$ cat src/rtl/pxseq_pkg.sv
package pxseq_pkg;
  localparam int NUM_CH = 3;
  localparam int CH_W   = 2;

  typedef struct packed {
    logic            cds;
    logic            standby;
    logic            invert;
    logic [CH_W-1:0] mono_ch;
    logic            mono;
  } cfg_t;
endpackage

$ cat src/rtl/pxseq_cfg.sv
module pxseq_cfg
  import pxseq_pkg::*;
(
  input  logic clk_i,
  input  logic rst_ni,
  input  logic sync_i,
  input  logic we_i,
  input  cfg_t wdata_i,
  output cfg_t pend_o,
  output cfg_t act_o
);
  cfg_t pend_q, act_q, wr_fix;

  // clamp channel to the last existing one
  always_comb begin
    wr_fix = wdata_i;
    if (wdata_i.mono_ch > CH_W'(NUM_CH-1)) wr_fix.mono_ch = CH_W'(NUM_CH-1);
  end

  always_ff @(posedge clk_i or negedge rst_ni) begin
    if (!rst_ni) begin
      pend_q <= '0;
      act_q  <= '0;
    end else begin
      if (we_i)   pend_q <= wr_fix;
      if (sync_i) act_q  <= pend_q;
    end
  end

  assign pend_o = pend_q;
  assign act_o  = act_q;


  cfg_hold_chk: assert property (@(posedge clk_i) disable iff (!rst_ni)
    !sync_i |=> $stable(act_q));

  ch_range_chk: assert property (@(posedge clk_i) disable iff (!rst_ni)
    act_q.mono_ch <= CH_W'(NUM_CH-1));
endmodule

$ cat src/rtl/pxseq_timer.sv
module pxseq_timer
  import pxseq_pkg::*;
#(
  parameter int SLOT_CYC = 2
) (
  input  logic              clk_i,
  input  logic              rst_ni,
  input  logic              sync_i,
  input  cfg_t              pend_i,
  input  cfg_t              act_i,
  output logic [NUM_CH-1:0] samp_o,
  output logic              conv_o,
  output logic [CH_W-1:0]   mux_sel_o
);
  localparam int PH_W = (SLOT_CYC > 1) ? $clog2(SLOT_CYC) : 1;

  logic            run_q;
  logic [PH_W-1:0] ph_q;
  logic [CH_W-1:0] slot_q;
  logic            slot_go;

  always_ff @(posedge clk_i or negedge rst_ni) begin
    if (!rst_ni) begin
      run_q  <= 1'b0;
      ph_q   <= '0;
      slot_q <= '0;
    end else if (sync_i) begin
      run_q  <= !pend_i.standby;
      ph_q   <= '0;
      slot_q <= '0;
    end else if (run_q) begin
      if (ph_q == PH_W'(SLOT_CYC-1)) begin
        ph_q <= '0;
        if (!act_i.mono) begin
          if (slot_q == CH_W'(NUM_CH-1)) begin
            run_q  <= 1'b0;
            slot_q <= '0;
          end else begin
            slot_q <= slot_q + 1'b1;
          end
        end
      end else begin
        ph_q <= ph_q + 1'b1;
      end
    end
  end

  assign slot_go   = run_q && (ph_q == '0) && !act_i.standby;
  assign conv_o    = slot_go;
  assign mux_sel_o = act_i.mono ? act_i.mono_ch : slot_q;

  for (genvar c = 0; c < NUM_CH; c++) begin : g_samp
    assign samp_o[c] = act_i.mono ? (slot_go && act_i.mono_ch == CH_W'(c))
                                  : (slot_go && slot_q == '0);
  end


  no_back2back_chk: assert property (@(posedge clk_i) disable iff (!rst_ni)
    conv_o && !sync_i |=> !conv_o);

  standby_quiet_chk: assert property (@(posedge clk_i) disable iff (!rst_ni)
    act_i.standby |-> (!conv_o && samp_o == '0));

  mono_onehot_chk: assert property (@(posedge clk_i) disable iff (!rst_ni)
    act_i.mono |-> $onehot0(samp_o));

  colour_all_chk: assert property (@(posedge clk_i) disable iff (!rst_ni)
    (!act_i.mono && samp_o != '0) |-> ($countones(samp_o) == NUM_CH && mux_sel_o == '0));

  sample_has_conv_chk: assert property (@(posedge clk_i) disable iff (!rst_ni)
    samp_o != '0 |-> conv_o);
endmodule

$ cat src/rtl/pxseq_fmt.sv
module pxseq_fmt
  import pxseq_pkg::*;
#(
  parameter int DATA_W = 12
) (
  input  logic              clk_i,
  input  logic              rst_ni,
  input  logic              invert_i,
  input  logic              conv_i,
  input  logic [CH_W-1:0]   mux_i,
  input  logic              adc_valid_i,
  input  logic [DATA_W-1:0] adc_data_i,
  output logic              valid_o,
  output logic [DATA_W-1:0] data_o,
  output logic [CH_W-1:0]   tag_o
);
  logic [CH_W-1:0] last_q, cur_ch;

  assign cur_ch = conv_i ? mux_i : last_q;

  always_ff @(posedge clk_i or negedge rst_ni) begin
    if (!rst_ni) begin
      last_q  <= '0;
      valid_o <= 1'b0;
      data_o  <= '0;
      tag_o   <= '0;
    end else begin
      last_q  <= cur_ch;
      valid_o <= adc_valid_i;
      if (adc_valid_i) begin
        data_o <= invert_i ? ~adc_data_i : adc_data_i;
        tag_o  <= cur_ch;
      end
    end
  end


  valid_follow_chk: assert property (@(posedge clk_i) disable iff (!rst_ni)
    adc_valid_i |=> valid_o);

  tag_range_chk: assert property (@(posedge clk_i) disable iff (!rst_ni)
    valid_o |-> tag_o <= CH_W'(NUM_CH-1));
endmodule

$ cat src/rtl/pxseq_top.sv
module pxseq_top
  import pxseq_pkg::*;
#(
  parameter int DATA_W   = 12,
  parameter int SLOT_CYC = 2
) (
  input  logic              clk_i,
  input  logic              rst_ni,
  input  logic              sync_i,
  input  logic              cfg_we_i,
  input  logic [5:0]        cfg_wdata_i,
  input  logic              adc_valid_i,
  input  logic [DATA_W-1:0] adc_data_i,
  output logic [2:0]        samp_o,
  output logic              conv_o,
  output logic [1:0]        mux_sel_o,
  output logic              cds_o,
  output logic              data_valid_o,
  output logic [DATA_W-1:0] data_o,
  output logic [1:0]        data_tag_o
);
  cfg_t pend, act;

  pxseq_cfg i_cfg (
    .clk_i   (clk_i),
    .rst_ni  (rst_ni),
    .sync_i  (sync_i),
    .we_i    (cfg_we_i),
    .wdata_i (cfg_t'(cfg_wdata_i)),
    .pend_o  (pend),
    .act_o   (act)
  );

  pxseq_timer #(.SLOT_CYC(SLOT_CYC)) i_timer (
    .clk_i     (clk_i),
    .rst_ni    (rst_ni),
    .sync_i    (sync_i),
    .pend_i    (pend),
    .act_i     (act),
    .samp_o    (samp_o),
    .conv_o    (conv_o),
    .mux_sel_o (mux_sel_o)
  );

  pxseq_fmt #(.DATA_W(DATA_W)) i_fmt (
    .clk_i       (clk_i),
    .rst_ni      (rst_ni),
    .invert_i    (act.invert),
    .conv_i      (conv_o),
    .mux_i       (mux_sel_o),
    .adc_valid_i (adc_valid_i),
    .adc_data_i  (adc_data_i),
    .valid_o     (data_valid_o),
    .data_o      (data_o),
    .tag_o       (data_tag_o)
  );

  assign cds_o = act.cds;


  sync_start_chk: assert property (@(posedge clk_i) disable iff (!rst_ni)
    (sync_i && !pend.standby) |=> (conv_o && samp_o != '0));

  sync_restart_chk: assert property (@(posedge clk_i) disable iff (!rst_ni)
    (sync_i && !pend.standby && !pend.mono) |=> (samp_o == 3'b111 && mux_sel_o == 2'd0));
endmodule

$ cat config.mk
export PLATFORM = sky130hd
export DESIGN_NAME = pxseq_top
export DESIGN_NICKNAME = d
export VERILOG_FILES = /design/src/rtl/pxseq_pkg.sv /design/src/rtl/pxseq_cfg.sv /design/src/rtl/pxseq_timer.sv /design/src/rtl/pxseq_fmt.sv /design/src/rtl/pxseq_top.sv
export SDC_FILE = /design/constraint.sdc
export NUM_CORES = 1
export LEC_CHECK = 0
export ABC_AREA = 1
export BUFFER_PORTS_ARGS = -buffer_cell sky130_fd_sc_hd__buf_2
export CAP_MARGIN = 20
export CORE_ASPECT_RATIO = 0.6
export CORE_MARGIN = 1
export CORE_UTILIZATION = 40
export DETAILED_ROUTE_END_ITERATION = 10
export PLACE_DENSITY = 0.66
export RECOVER_POWER = 25
export SETUP_SLACK_MARGIN = 0.05
export SLEW_MARGIN = 10
export SYNTH_ARGS = -nofsm -noshare
export SYNTH_HDL_FRONTEND = slang
export SYNTH_SLANG_ARGS = --single-unit
$ cat constraint.sdc
create_clock -name clk_i -period 1.2 [get_ports clk_i]
set_input_delay 0.06 -clock clk_i [delete_from_list [all_inputs] [get_ports clk_i]]
set_output_delay 0.06 -clock clk_i [all_outputs]
set_load 0.1 [all_outputs]
==> results.txt, run 1 <==
* Run status: complete, but fails checks
- Failing checks: negative setup slack
- Unique masters post-synth: 21
- TritonCTS built the clock tree.
* Capture point of the worst reg-to-reg path: i_fmt.last_q[0]
- Summing every instance area after synthesis gives 1470 µm².
* Cell breakdown of the critical path: inv_2 -> nand2_4 -> nor2_8 -> nand3_4 -> o21ai_4 -> buf_12
- Across the run, the number of max-cap violations was 0.
* Die Area: 3920 µm²
- HPWL reported at the end of detailed placement: roughly 2.3 mm
- Net count reported at finish: 249
- The share of total power dissipated in the clock network is 0.242.
- The clock net in this run drives a total of 33 sinks.
* Vias in the first global route: 1193
- CTS H-tree depth: 2
- Count of input and output buffers: 44
- The worst register-to-register path has a depth of 8.
* Syn nets: 183
* Worst setup startpoint: i_timer.ph_q
- Cell family contributing the most delay on the critical path: flip-flops
- Clock Latency Late Sink: 0.28 ns
* Die boundary width: 80.2 µm
* CP max FO: 4
- Net Switching: 1.93 mW
- Req. time, crit path: 1.14 ns
- Max Transition Viols Final: 0
* Initial core utilization: 0.433
- Cell internal power was estimated by the tool at 2.53 mW.
- Total power draw: 4.46 mW
* Avg Inst Size Synth: 9.17 µm²
- Final GP Congestion: between 0.8 and 0.9
- CP bufs+invs: 2
* Worst setup path endpoint: samp_o[1]
- By startpoint and endpoint, the worst setup path is classified as register to output port.
- Largest net degree at the start of global routing: 34
- Setup violators final: 10
- Routed length per instance: 11.6 µm
- Number of cells on the critical path: 6
- Ant diodes: 0
- Tightest slew margin relative to the limit: 0.478
* Kind of path behind the tightest hold check: input pin to register
- Maximum number of buffers from clock root to sink: 2
- Total iterations of the first detailed-routing run: 4
* Leftover overflow at the end of global routing: 0
- For this run, the register share of the synthesized area comes to 0.563.
- STA classifies the critical path endpoint as an output port.
- Clock tree synthesis inserted a total of 5 buffers.
* Setup slack after layout: -0.297 ns
- Worst reg2reg path startpoint: i_timer.ph_q
- Iteration-0 DRC Markers: 52
* DRC viols: 0
- Pwr/cell area: approximately 2000 nW/µm²
- The clock arrives with 0.00452 ns of skew.
* Detailed-route wire length: around 3.2 mm
* Die Y-Extent: between 40 and 50 µm
- Number of rows in the core area: 16
- Across all register-to-register paths, the minimum setup slack is -0.11 ns.
- Setup repair after global routing could not meet its margin everywhere.
- Clock edge transition at the registers on the reported setup and hold paths: 0.07 ns
* Global-route wire length before repair: 5.47 mm
* Via count: 1239
- The largest single stage delay on the critical path is 0.40 ns.
- Largest vdd supply drop: 0.00128 V
- Final hold violation count: 0
- Pin slew with the least headroom to its limit: slightly below 0.8 ns
* Via/cell ratio: 4.56
- Data arrives at the worst endpoint at 1.44 ns.
- Maximum clock frequency: 668 MHz
- Of the total power, the share spent switching nets is 0.433.
- Synthesis produced 160 cells.
- Antenna violations before repair: 0
- 45 I/O pins were placed.
- Final worst-path cycle share: 1.25
- In the global route stage, overall resource usage came out at 0.188.
- Yosys warnings: 0
- Kind of launch point of the worst setup path: register
* Comb pwr share: 0.437
- Share of final-layout standard cells stronger than drive strength 1: 0.467
- Number of nets still failing antenna checks after routing: 0
- Leakage power: 1.06 nW
- After layout, the minimum clock period comes to around 1.5 ns.
- The slowest stage of the critical path belongs to the cell sky130_fd_sc_hd__dfrtp_1.
* Synthesis-stage register bit count: 33
- From synthesis to final layout, the design area changed by 51.9%.
- Once layout is complete, the utilization of the core stands at 0.658.
- Of the total power, registers draw 0.320.
- Cell at the root of the clock tree: sky130_fd_sc_hd__clkbuf_8
- The core region is 3380 µm².
## worst min path at each step
stage | start | end | slack [ns] | cells past startpoint
2_1_floorplan | rst_ni | i_cfg.act_o[0] | -0.24 | 0
3_3_place_gp | rst_ni | i_fmt.data_o[1] | 0.1 | 2
3_5_place_dp | rst_ni | i_fmt.tag_o[0] | 0.10 | 2
4_1_cts | cfg_wdata_i[2] | i_cfg.pend_o[2] | 0.01 | 3
5_1_grt | cfg_wdata_i[2] | i_cfg.pend_o[2] | 0.03 | 3
6_report | cfg_wdata_i[2] | i_cfg.pend_o[2] | 0.01 | 3
## kinds of logic after synthesis
kind of cell,count (synthesis),share of synthesized area
AOI/OAI and AO/OA,27,0.0973
xor gates and xnor gates,12,0.0717
buffers and inverters,24,0.0776
DFF,33,0.563
and+or+nand+nor,64,0.190
## placed cells by master (no fill, tap or decap), drive strengths merged, types with 2 or more instances in the layout
| cell type | netlist | layout |
|---|---|---|
| and2 | 2 | 2 |
| buf | 5 | 46 |
| clkbuf | 0 | 18 |
| clkinvlp | 0 | 2 |
| dfrtp | 33 | 33 |
| dlygate4sd3 | 0 | 7 |
| inv | 19 | 17 |
| nand2 | 46 | 46 |
| nand3 | 7 | 7 |
| nor2 | 7 | 7 |
| o21ai | 25 | 25 |
| xnor2 | 12 | 12 |
## area by class of cell
cell class                 count  area, µm²
sequential                    33        845
timing repair buffer          64        500
clock inverter                 1       30.0
clock buffer                   7       86.3
multi-input combinational    103        628
fill                         261       1160
inverter                      19       81.3
tap                           45       56.3
## flip-flops by register name, indices dropped and copies added (netlist names)
register	count
i_cfg.act_o	6
i_cfg.pend_o	6
i_fmt.data_o	12
i_fmt.last_q	2
i_fmt.tag_o	2
i_fmt.valid_o	1
i_timer.ph_q	1
i_timer.run_q	1
i_timer.slot_q	2
## power by group through the flow
stage / sequential (mW) / clock [mW] / combinational (mW)
floorplan: 2.08 / 0 / 0.736
global placement: 1.43 / 0 / 1.80
detailed placement: 1.44 / 0 / 1.83
CTS: 1.42 / 1.10 / 1.89
global route: 1.45 / 1.15 / 2.05
finish: 1.43 / 1.08 / 1.95
## metrics by stage
stage                     instances  setup TNS, ns  instance area, µm²  hold slack (ns)  setup slack [ns]
after global routing            272          -2.39                2230           0.0256            -0.357
after CTS                       269          -1.82                2160           0.0124            -0.305
final                           272          -1.74                2230           0.0111            -0.297
after global placement          251        -0.0358                1930           0.0992           -0.0179
after detailed placement        251         -0.180                1930            0.104           -0.0807
after floorplan                 160          -1.47                1550           -0.236            -0.464
## worst register-to-register path, cell delays in order (launching register included)
cell	delay [ns]
sky130_fd_sc_hd__dfrtp_1	0.40
sky130_fd_sc_hd__inv_2	0.09
sky130_fd_sc_hd__nand2_4	0.06
sky130_fd_sc_hd__nor2_8	0.14
sky130_fd_sc_hd__buf_4	0.14
sky130_fd_sc_hd__buf_4	0.09
sky130_fd_sc_hd__buf_4	0.09
sky130_fd_sc_hd__nand2_1	0.05
sky130_fd_sc_hd__and2_1	0.13
## metal layers
metal,track usage,vias up,share of wire
li1,-,630,-
met1,0.249,577,0.47
met2,0.282,28,0.47
met3,0.0617,4,0.045
met4,0.0833,0,0.012
met5,0,-,0
## synthesized netlist by cell type
cell,n,share of area
sky130_fd_sc_hd__a21oi_1,1,0.0034
sky130_fd_sc_hd__a22o_1,1,0.0060
sky130_fd_sc_hd__and2_1,2,0.0085
sky130_fd_sc_hd__buf_12,1,0.014
sky130_fd_sc_hd__buf_2,3,0.010
sky130_fd_sc_hd__buf_4,1,0.0051
sky130_fd_sc_hd__dfrtp_1,33,0.56
sky130_fd_sc_hd__inv_1,13,0.033
sky130_fd_sc_hd__inv_2,6,0.015
sky130_fd_sc_hd__nand2_1,45,0.12
sky130_fd_sc_hd__nand2_2,1,0.0043
sky130_fd_sc_hd__nand3_1,7,0.024
sky130_fd_sc_hd__nand4_1,1,0.0043
sky130_fd_sc_hd__nor2_1,5,0.013
sky130_fd_sc_hd__nor2_2,1,0.0043
sky130_fd_sc_hd__nor2_8,1,0.014
sky130_fd_sc_hd__nor3_1,1,0.0034
sky130_fd_sc_hd__o21ai_0,12,0.041
sky130_fd_sc_hd__o21ai_1,12,0.041
sky130_fd_sc_hd__o21ai_2,1,0.0060
sky130_fd_sc_hd__xnor2_1,12,0.072
## timing repair
action                     in CTS  in global routing
setup buffers                   4                  3
pin swaps                       2                  5
hold buffers                    7                  0
setup endpoints to repair      10                 21
gates resized for setup         5                 22
hold endpoints to repair       39                  0
Power figures use the tool's default switching activity.
==> run 2, diff against run 1 <==
CELL_PAD_IN_SITES_DETAIL_PLACEMENT = 2   (was unset)
CELL_PAD_IN_SITES_GLOBAL_PLACEMENT = 2   (was unset)
CORE_UTILIZATION = 31   (was 40)
CTS_BUF_LIST = sky130_fd_sc_hd__clkbuf_4 sky130_fd_sc_hd__clkbuf_8   (was unset)
CTS_CLUSTER_DIAMETER = 100   (was unset)
PLACE_DENSITY = 0.83   (was 0.66)
==> run 2 against run 1 <==
Against the previous run:
- the flow still finishes with violations (negative setup slack)
- setup slack worse by 0.082 ns
- sequential share of layout area down 2.4 points
- critical path depth unchanged
- die area up 28%
- register-to-register slack worse by 0.12 ns
- non-clock buffer count up 5
- first-iteration DRC count down 5.8%
- power up 9.1%
==> results.txt, run 2 (same netlist as run 1, synthesis figures left out) <==
- Max reg flops: 12 (unchanged)
- The number of global-route vias before repair came to 1632 (+37%).
- Cell at the root of the clock tree: sky130_fd_sc_hd__clkbuf_8
* Max-cap violation count: 0 (unchanged)
* Kind of path behind the tightest hold check: input pin to register
* Net count reported at finish: 254 (+2.0%)
- Maximum number of buffers from clock root to sink: 2 (unchanged)
- The area used by sequential logic in the layout came to 845 µm² (unchanged).
- Failing checks: negative setup slack
- Pin slew with the least headroom to its limit: 0.625 ns (-0.158 ns)
* Die Y-Extent: 55.3 µm (+13%)
* Hold_ws: 0.0509 ns (+0.0398 ns)
- The final standard cell count with taps included and fillers excluded is 292 (+7.4%).
- TritonCTS built the clock tree.
- The depth of the CTS H-tree is 2 (unchanged).
* Worst Path Class, Setup: register to output port
- Max Transition Viols Final: 0 (unchanged)
* Total iterations of the first detailed-routing run: 4 (unchanged)
* Run status: complete, but fails checks
* Share of final-layout standard cells stronger than drive strength 1: 0.509 (+0.0417)
- The number of antenna repair diodes came to 0 (unchanged).
- Setup slack after layout: -0.379 ns (-0.0820 ns)
* Setup crit end kind: output port
* Setup clock skew after layout: 0.0112 ns (+0.00671 ns)
- HPWL reported at the end of detailed placement: 3.57 mm (+57%)
- The clock period minus worst slack was 1.58 ns (+0.0820 ns).
* Kind of launch point of the worst setup path: register
- Leftover overflow at the end of global routing: 0 (unchanged)
- Data arrival, critical path: 1.52 ns (+0.08 ns)
- Final hold violation count: 0 (unchanged)
- The total CTS buffers came to 5 (unchanged).
* Global-route wire length before repair: 9.32 mm (+70%)
* Routed length per instance: 23.5 µm (+100%)
- Final worst-path cycle share: 1.32 (+0.0683)
* Die Area: 5020 µm² (+28%)
- Iteration-0 DRC Markers: 49 (-5.8%)
- The number of top-level pins came to 45 (unchanged).
* Number of rows in the core area: 18 (+2)
- Antenna violations before repair: 0 (unchanged)
* Maximum clock frequency: 633 MHz (-5.2%)
- Commonest cells after routing, fill and taps aside: sky130_fd_sc_hd__nand2_1 (36), sky130_fd_sc_hd__buf_2 (20), sky130_fd_sc_hd__dfrtp_1 (18), sky130_fd_sc_hd__buf_4 (18), sky130_fd_sc_hd__dfrtp_2 (15)
- After detailed routing, no signal wire sits above met4.
- Via count: 1405 (+13%)
- Die boundary width: 90.8 µm (+13%)
* Detailed-route wire length: 6.87 mm (+120%)
- Leaving out fill and tap cells, the most frequent cell in the layout is sky130_fd_sc_hd__nand2_1.
* Register-to-register setup slack: -0.23 ns (-0.12 ns)
* Count of input and output buffers: 44 (unchanged)
* Clock edge transition at the registers on the reported setup and hold paths: 0.08 ns (about the same)
- Leakage power: 1.11 nW (+5.5%)
* Register with the highest flop count: i_fmt.data_o
- Post-place setup slack: -0.0893 ns (-0.00868 ns)
- The number of failing setup endpoints in the final timing report came to 13 (+3).
- The final RePlAce weighted congestion came to 0.791 (-4.8%).
- Tightest slew margin relative to the limit: 0.583 (+0.106)
- # clock sinks: 33 (unchanged)
* Initial core utilization: 0.339 (-0.0943)
* Pwr/cell area: 2050 nW/µm² (+2.3%)
- The area growth from synthesis to layout is 61.9%.
- The detailed-route DRC error count came to 0 (unchanged).
- Number of nets still failing antenna checks after routing: 0 (unchanged)
- The met3 wire length is 274 µm (+93%).
- The number of placed instances, taps included is 267 (+6.4%).
- The maximum VDD drop came to 0.000767 V (-40%).
- The number of filler cells placed in the layout came to 438 (+68%).
* Multi-input combinational cell area: 682 µm² (+8.6%)
- The routed metal-1 wirelength is 2.76 mm (+84%).
- RSZ-0062 raised after global routing: yes
- The detailed-routed wire length on met2 came to 3.66 mm (+150%).
- The largest fanout on the critical path is 5 (+1).
- Clock Latency Late Sink: 0.30 ns (+0.02 ns)
* Req. time, crit path: 1.14 ns (about the same)
- Largest net degree at the start of global routing: 27 (-21%)
- Total GRT Usage: 0.257 (+0.0682)
* Area of the core: 4320 µm² (+28%)
- The vias per cell was 4.81 (+5.6%).
run 2: report_power, final:
part	total [mW]	leakage (nW)	switching [mW]	internal, mW
Sequential	1.47	0.385	0.172	1.30
Combinational	2.24	0.667	1.60	0.638
Clock	1.15	0.0619	0.450	0.700
run 2: final timing paths:
check / from / end / cells after the start
max: i_timer.ph_q / samp_o[0] / 6
min: adc_data_i[11] / i_fmt.data_o[11] / 3
max reg2reg: i_cfg.act_o[0] / i_fmt.last_q[1] / 8
min reg2reg: i_fmt.tag_o[1] / i_fmt.tag_o[1] / 2
max in group asynchronous: rst_ni / i_cfg.act_o[0] / 3
min in group asynchronous: rst_ni / i_fmt.data_o[11] / 2
run 2: timing repair:
item,CTS,global route
resized for setup,20,28
setup buffers,6,7
hold buffers,7,1
endpoints found under the hold margin,27,1
pin swaps,5,3
endpoints found under the setup margin,28,23
run 2: per-layer routing:
layer	GRT usage	vias up
met5	0	-
met4	0.0522	0
met3	0.0854	19
met2	0.487	38
met1	0.279	709
li1	-	639
run 2: area by class of cell:
cell class / instances / area share
timing repair buffer: 69 / 0.241
clock buffer: 7 / 0.0379
tap: 60 / 0.0316
clock inverter: 1 / 0.0126
sequential: 33 / 0.356
multi-input combinational: 103 / 0.287
inverter: 19 / 0.0342
run 2: critical path, cell delays in order (launching register included):
cell	delay [ns]
sky130_fd_sc_hd__dfrtp_1	0.41
sky130_fd_sc_hd__inv_2	0.10
sky130_fd_sc_hd__nand2_4	0.07
sky130_fd_sc_hd__nor2_8	0.15
sky130_fd_sc_hd__nand3_4	0.17
sky130_fd_sc_hd__o21ai_4	0.13
sky130_fd_sc_hd__buf_12	0.20
run 2: through the flow:
stage	util	TNS, ns	total power [mW]	area, µm²
after floorplan	-	-1.47	2.81	1550
final	0.549	-2.64	4.86	2370
after CTS	0.521	-1.52	4.61	2250
after global placement	0.453	-0.0393	3.23	1960
after global routing	0.549	-3.56	5.01	2370
after detailed placement	0.453	-0.306	3.33	1960
==> run 3, diff against run 2 <==
ABC_AREA = unset   (was 1)
CORE_UTILIZATION = 33   (was 31)
PLACE_DENSITY = 0.82   (was 0.83)
==> run 3 against run 2 <==
Against the previous run:
- the flow still finishes with violations (negative setup slack)
- sequential power is essentially flat
- synthesized cell count shrank 25%
- wire length shrank 13%
- final cell count shrank 15%
- fmax shrank 6.9%
- combinational power shrank 6%
- non-clock buffer count grew 1
- die area shrank 7.8%
- critical endpoint is now samp_o[1]
- largest cell class unchanged
- largest power group unchanged
==> results.txt, run 3 <==
- In this run the critical register-to-register path is captured at i_fmt.tag_o[0].
- Maximum clock frequency: 590 MHz (-6.9%)
- The run finished, with violations left.
- DRC viols: 0 (unchanged)
* Antenna violations before repair: 0 (unchanged)
* Top cells by count, synth: sky130_fd_sc_hd__dfrtp_1 (33), sky130_fd_sc_hd__a21oi_1 (17), sky130_fd_sc_hd__mux2_2 (13), sky130_fd_sc_hd__nor2_1 (13), sky130_fd_sc_hd__xnor2_1 (13)
* Number of cells traversed by the worst register-to-register path: 4 (-4)
- The total CTS buffers is 5 (unchanged).
- The number of antenna repair diodes came to 0 (unchanged).
* Endpoint of the worst hold-timing path: i_cfg.pend_o[5]
- The number of global-route vias before repair was 1355 (-17%).
* Dominant cell type by area after synthesis: sky130_fd_sc_hd__dfrtp_1
- CP max FO: 3 (-2)
* Pin slew with the least headroom to its limit: 1.13 ns (+0.506 ns)
* Share of synthesized flip-flops with an asynchronous set or reset: 1.00 (unchanged)
- Clock edge transition at the registers on the reported setup and hold paths: 0.07 ns (about the same)
* Leakage power: 0.997 nW (-10%)
- Kind of launch point of the worst setup path: register
- Req. time, crit path: 1.14 ns (about the same)
* Max Transition Viols Final: 0 (unchanged)
- Setup repair after global routing could not meet its margin everywhere.
- Final standard cell area without fillers: 2230 µm² (-6.0%)
* Total placed instance area: 1950 µm² (-0.58%)
* Total power draw: 4.49 mW (-7.6%)
- The tree is rooted in a sky130_fd_sc_hd__clkbuf_8.
- Number of nets still failing antenna checks after routing: 0 (unchanged)
* Via count: 1232 (-12%)
- Clock tree from TritonCTS: yes
* Net count reported at finish: 211 (-17%)
- Total GRT Usage: 0.240 (-0.0162)
* Post-place setup slack: -0.388 ns (-0.298 ns)
- The die height is 53.1 µm (-3.9%).
- Iteration-0 DRC Markers: 41 (-16%)
- The maximum buffer depth of the clock tree is 2 (unchanged).
* Max-cap violation count: 0 (unchanged)
* Post-Syn Instances: 120 (-25%)
* Failing checks: negative setup slack
* Total iterations of the first detailed-routing run: 4 (unchanged)
- Register-to-register setup slack: -0.45 ns (-0.22 ns)
- The Yosys warning count was 0 (unchanged).
* Post-synth EDFFs: 0 (unchanged)
- The number of hold-slack violations in the final timing report was 0 (unchanged).
- The cell area after synthesis was 1440 µm² (-2.0%).
- The wire length of the first global-routing pass is 7.69 mm (-18%).
- The number of failing setup endpoints in the final timing report came to 15 (+2).
* Worst reg2reg path startpoint: i_cfg.act_o[4]
- Final GP Congestion: 0.707 (-11%)
- Detailed-route wire length: 5.98 mm (-13%)
* Die Area: 4630 µm² (-7.8%)
* Tightest slew margin relative to the limit: 0.246 (-0.337)
- The core area is 4140 µm² (-4.2%).
- Area share of the leading cell type in the synthesized netlist: 0.575 (+0.0118)
* Commonest cells after routing, fill and taps aside: sky130_fd_sc_hd__buf_2 (24), sky130_fd_sc_hd__buf_4 (22), sky130_fd_sc_hd__dfrtp_1 (18)
- Largest net degree at the start of global routing: 26 (-3.7%)
- The sequential area share after synthesis came to 0.575 (+0.0118).
* Leftover overflow at the end of global routing: 0 (unchanged)
- The maximum VDD drop came to 0.000700 V (-8.7%).
* Worst Path Class, Setup: register to output port
- Clock Latency Late Sink: 0.30 ns (about the same)
- The synthesized area divided by synthesized cell count came to 12.0 µm² (+31%).
- Register with the highest flop count: i_fmt.data_o
- Routed length per instance: 24.0 µm (+2.1%)
- The worst setup path is captured at an output port.
* HPWL reported at the end of detailed placement: 3.47 mm (-2.9%)
* Via/cell ratio: 4.95 (+2.8%)
- The floorplan die width was 87.2 µm (-4.0%).
- The flop and latch count out of synthesis is 33 (unchanged).
- Syn nets: 143 (-22%)
* # clock sinks: 33 (unchanged)
- The data arrival time at the worst-slack endpoint came to 1.64 ns (+0.12 ns).
* Ys flop type: sky130_fd_sc_hd__dfrtp_1
* Startpoint of the lowest-slack hold path: cfg_wdata_i[5]
- The initial cell density of the core was 0.347 (+0.00750).
- Share of final-layout standard cells stronger than drive strength 1: 0.635 (+0.126)
- The depth of the CTS H-tree is 2 (unchanged).
* Area growth from synthesis to final layout: 55.4%
- Unique masters post-synth: 19 (-9.5%)
- The number of flip-flops under the largest register name is 12 (unchanged).
* Count of input and output buffers: 44 (unchanged)
* I/O pin total: 45 (unchanged)
* Setup slack after layout: -0.496 ns (-0.117 ns)
- Number of rows in the core area: 18 (unchanged)
- Final Critical Period: 1.70 ns (+0.117 ns)
- In the post-synthesis netlist, the cell with the most instances is sky130_fd_sc_hd__dfrtp_1.
- The cell count of the worst hold path is 2 (-1).
- Top post-synthesis cells by area: sky130_fd_sc_hd__dfrtp_1 (57%), sky130_fd_sc_hd__mux2_2 (10%), sky130_fd_sc_hd__xnor2_1 (7.9%)
- The final clock period utilization by the worst path is 1.41 (+0.0977).
- Pwr/cell area: 2010 nW/µm² (-1.7%)
* Leading cell type in the layout, fill and taps excluded: sky130_fd_sc_hd__buf_2
* Setup clock skew after layout: 0.0109 ns (-0.000282 ns)
* Kind of path behind the tightest hold check: input pin to register
==> run 3: logic make-up (layout without fill, tap and decap cells) <==
kind of cell	count (synthesis)	in the layout	synth area share
AND/OR/NAND/NOR	26	26	0.0984
AO/OA/AOI/OAI	19	19	0.0662
flip-flops	33	33	0.575
XOR/XNOR	13	13	0.0793
buffers and inverters	12	81	0.0374
multiplexers	17	17	0.144
==> run 3: metrics by stage <==
stage	util	hold slack, ns	setup TNS, ns	std cells
finish	0.539	0.00300	-5.10	249
global route	0.539	0.00611	-6.02	249
CTS	0.520	0.00195	-4.48	244
detailed placement	0.470	0.0969	-2.44	228
global placement	0.470	0.0664	-1.55	228
floorplan	-	-0.236	-2.59	120
==> run 3: area by class of cell <==
class	instances	area, µm²
Multi-Input combinational cell	75	633
Fill cell	415	1910
Tap cell	60	75.1
Sequential cell	33	845
Timing Repair Buffer	70	577
Inverter	3	13.8
Clock inverter	1	5.00
Clock buffer	7	83.8
==> run 3: critical path, cell delays in order, from the launching register on <==
cell and delay, ns:
sky130_fd_sc_hd__dfrtp_2 0.42, sky130_fd_sc_hd__buf_6 0.13, sky130_fd_sc_hd__or3_4 0.39, sky130_fd_sc_hd__a21oi_4 0.21
sky130_fd_sc_hd__buf_12 0.19
==> run 3: power by group <==
| group | total (mW) | internal [mW] | switching [mW] |
|---|---|---|---|
| logic | 2.10 | 0.672 | 1.42 |
| clock network | 0.906 | 0.453 | 0.453 |
| registers | 1.49 | 1.31 | 0.174 |
==> run 3: timing repair <==
action	CTS	global route
setup endpoints to repair	33	17
hold buffers	2	0
resized for setup	20	14
pin swaps	6	5
hold endpoints to repair	25	0
buffers inserted	6	5
==> run 3: routing by layer <==
layer | wire length (µm) | GRT usage
met2 | 3150 | 0.448
met3 | 247 | 0.0484
met4 | 214 | 0.109
met5 | 0 | 0
met1 | 2370 | 0.271
==> run 3: worst max-delay path by stage <==
stage	from	cells after the start	end	slack, ns
finish	i_cfg.act_o[0]	4	samp_o[1]	-0.50
global placement	i_cfg.act_o[4]	3	i_fmt.tag_o[0]	-0.28
global route	i_cfg.act_o[4]	4	samp_o[1]	-0.52
detailed placement	i_cfg.act_o[4]	3	i_fmt.tag_o[1]	-0.39
CTS	i_cfg.act_o[0]	4	samp_o[1]	-0.49
floorplan	i_cfg.act_o[0]	4	i_fmt.tag_o[0]	-0.42
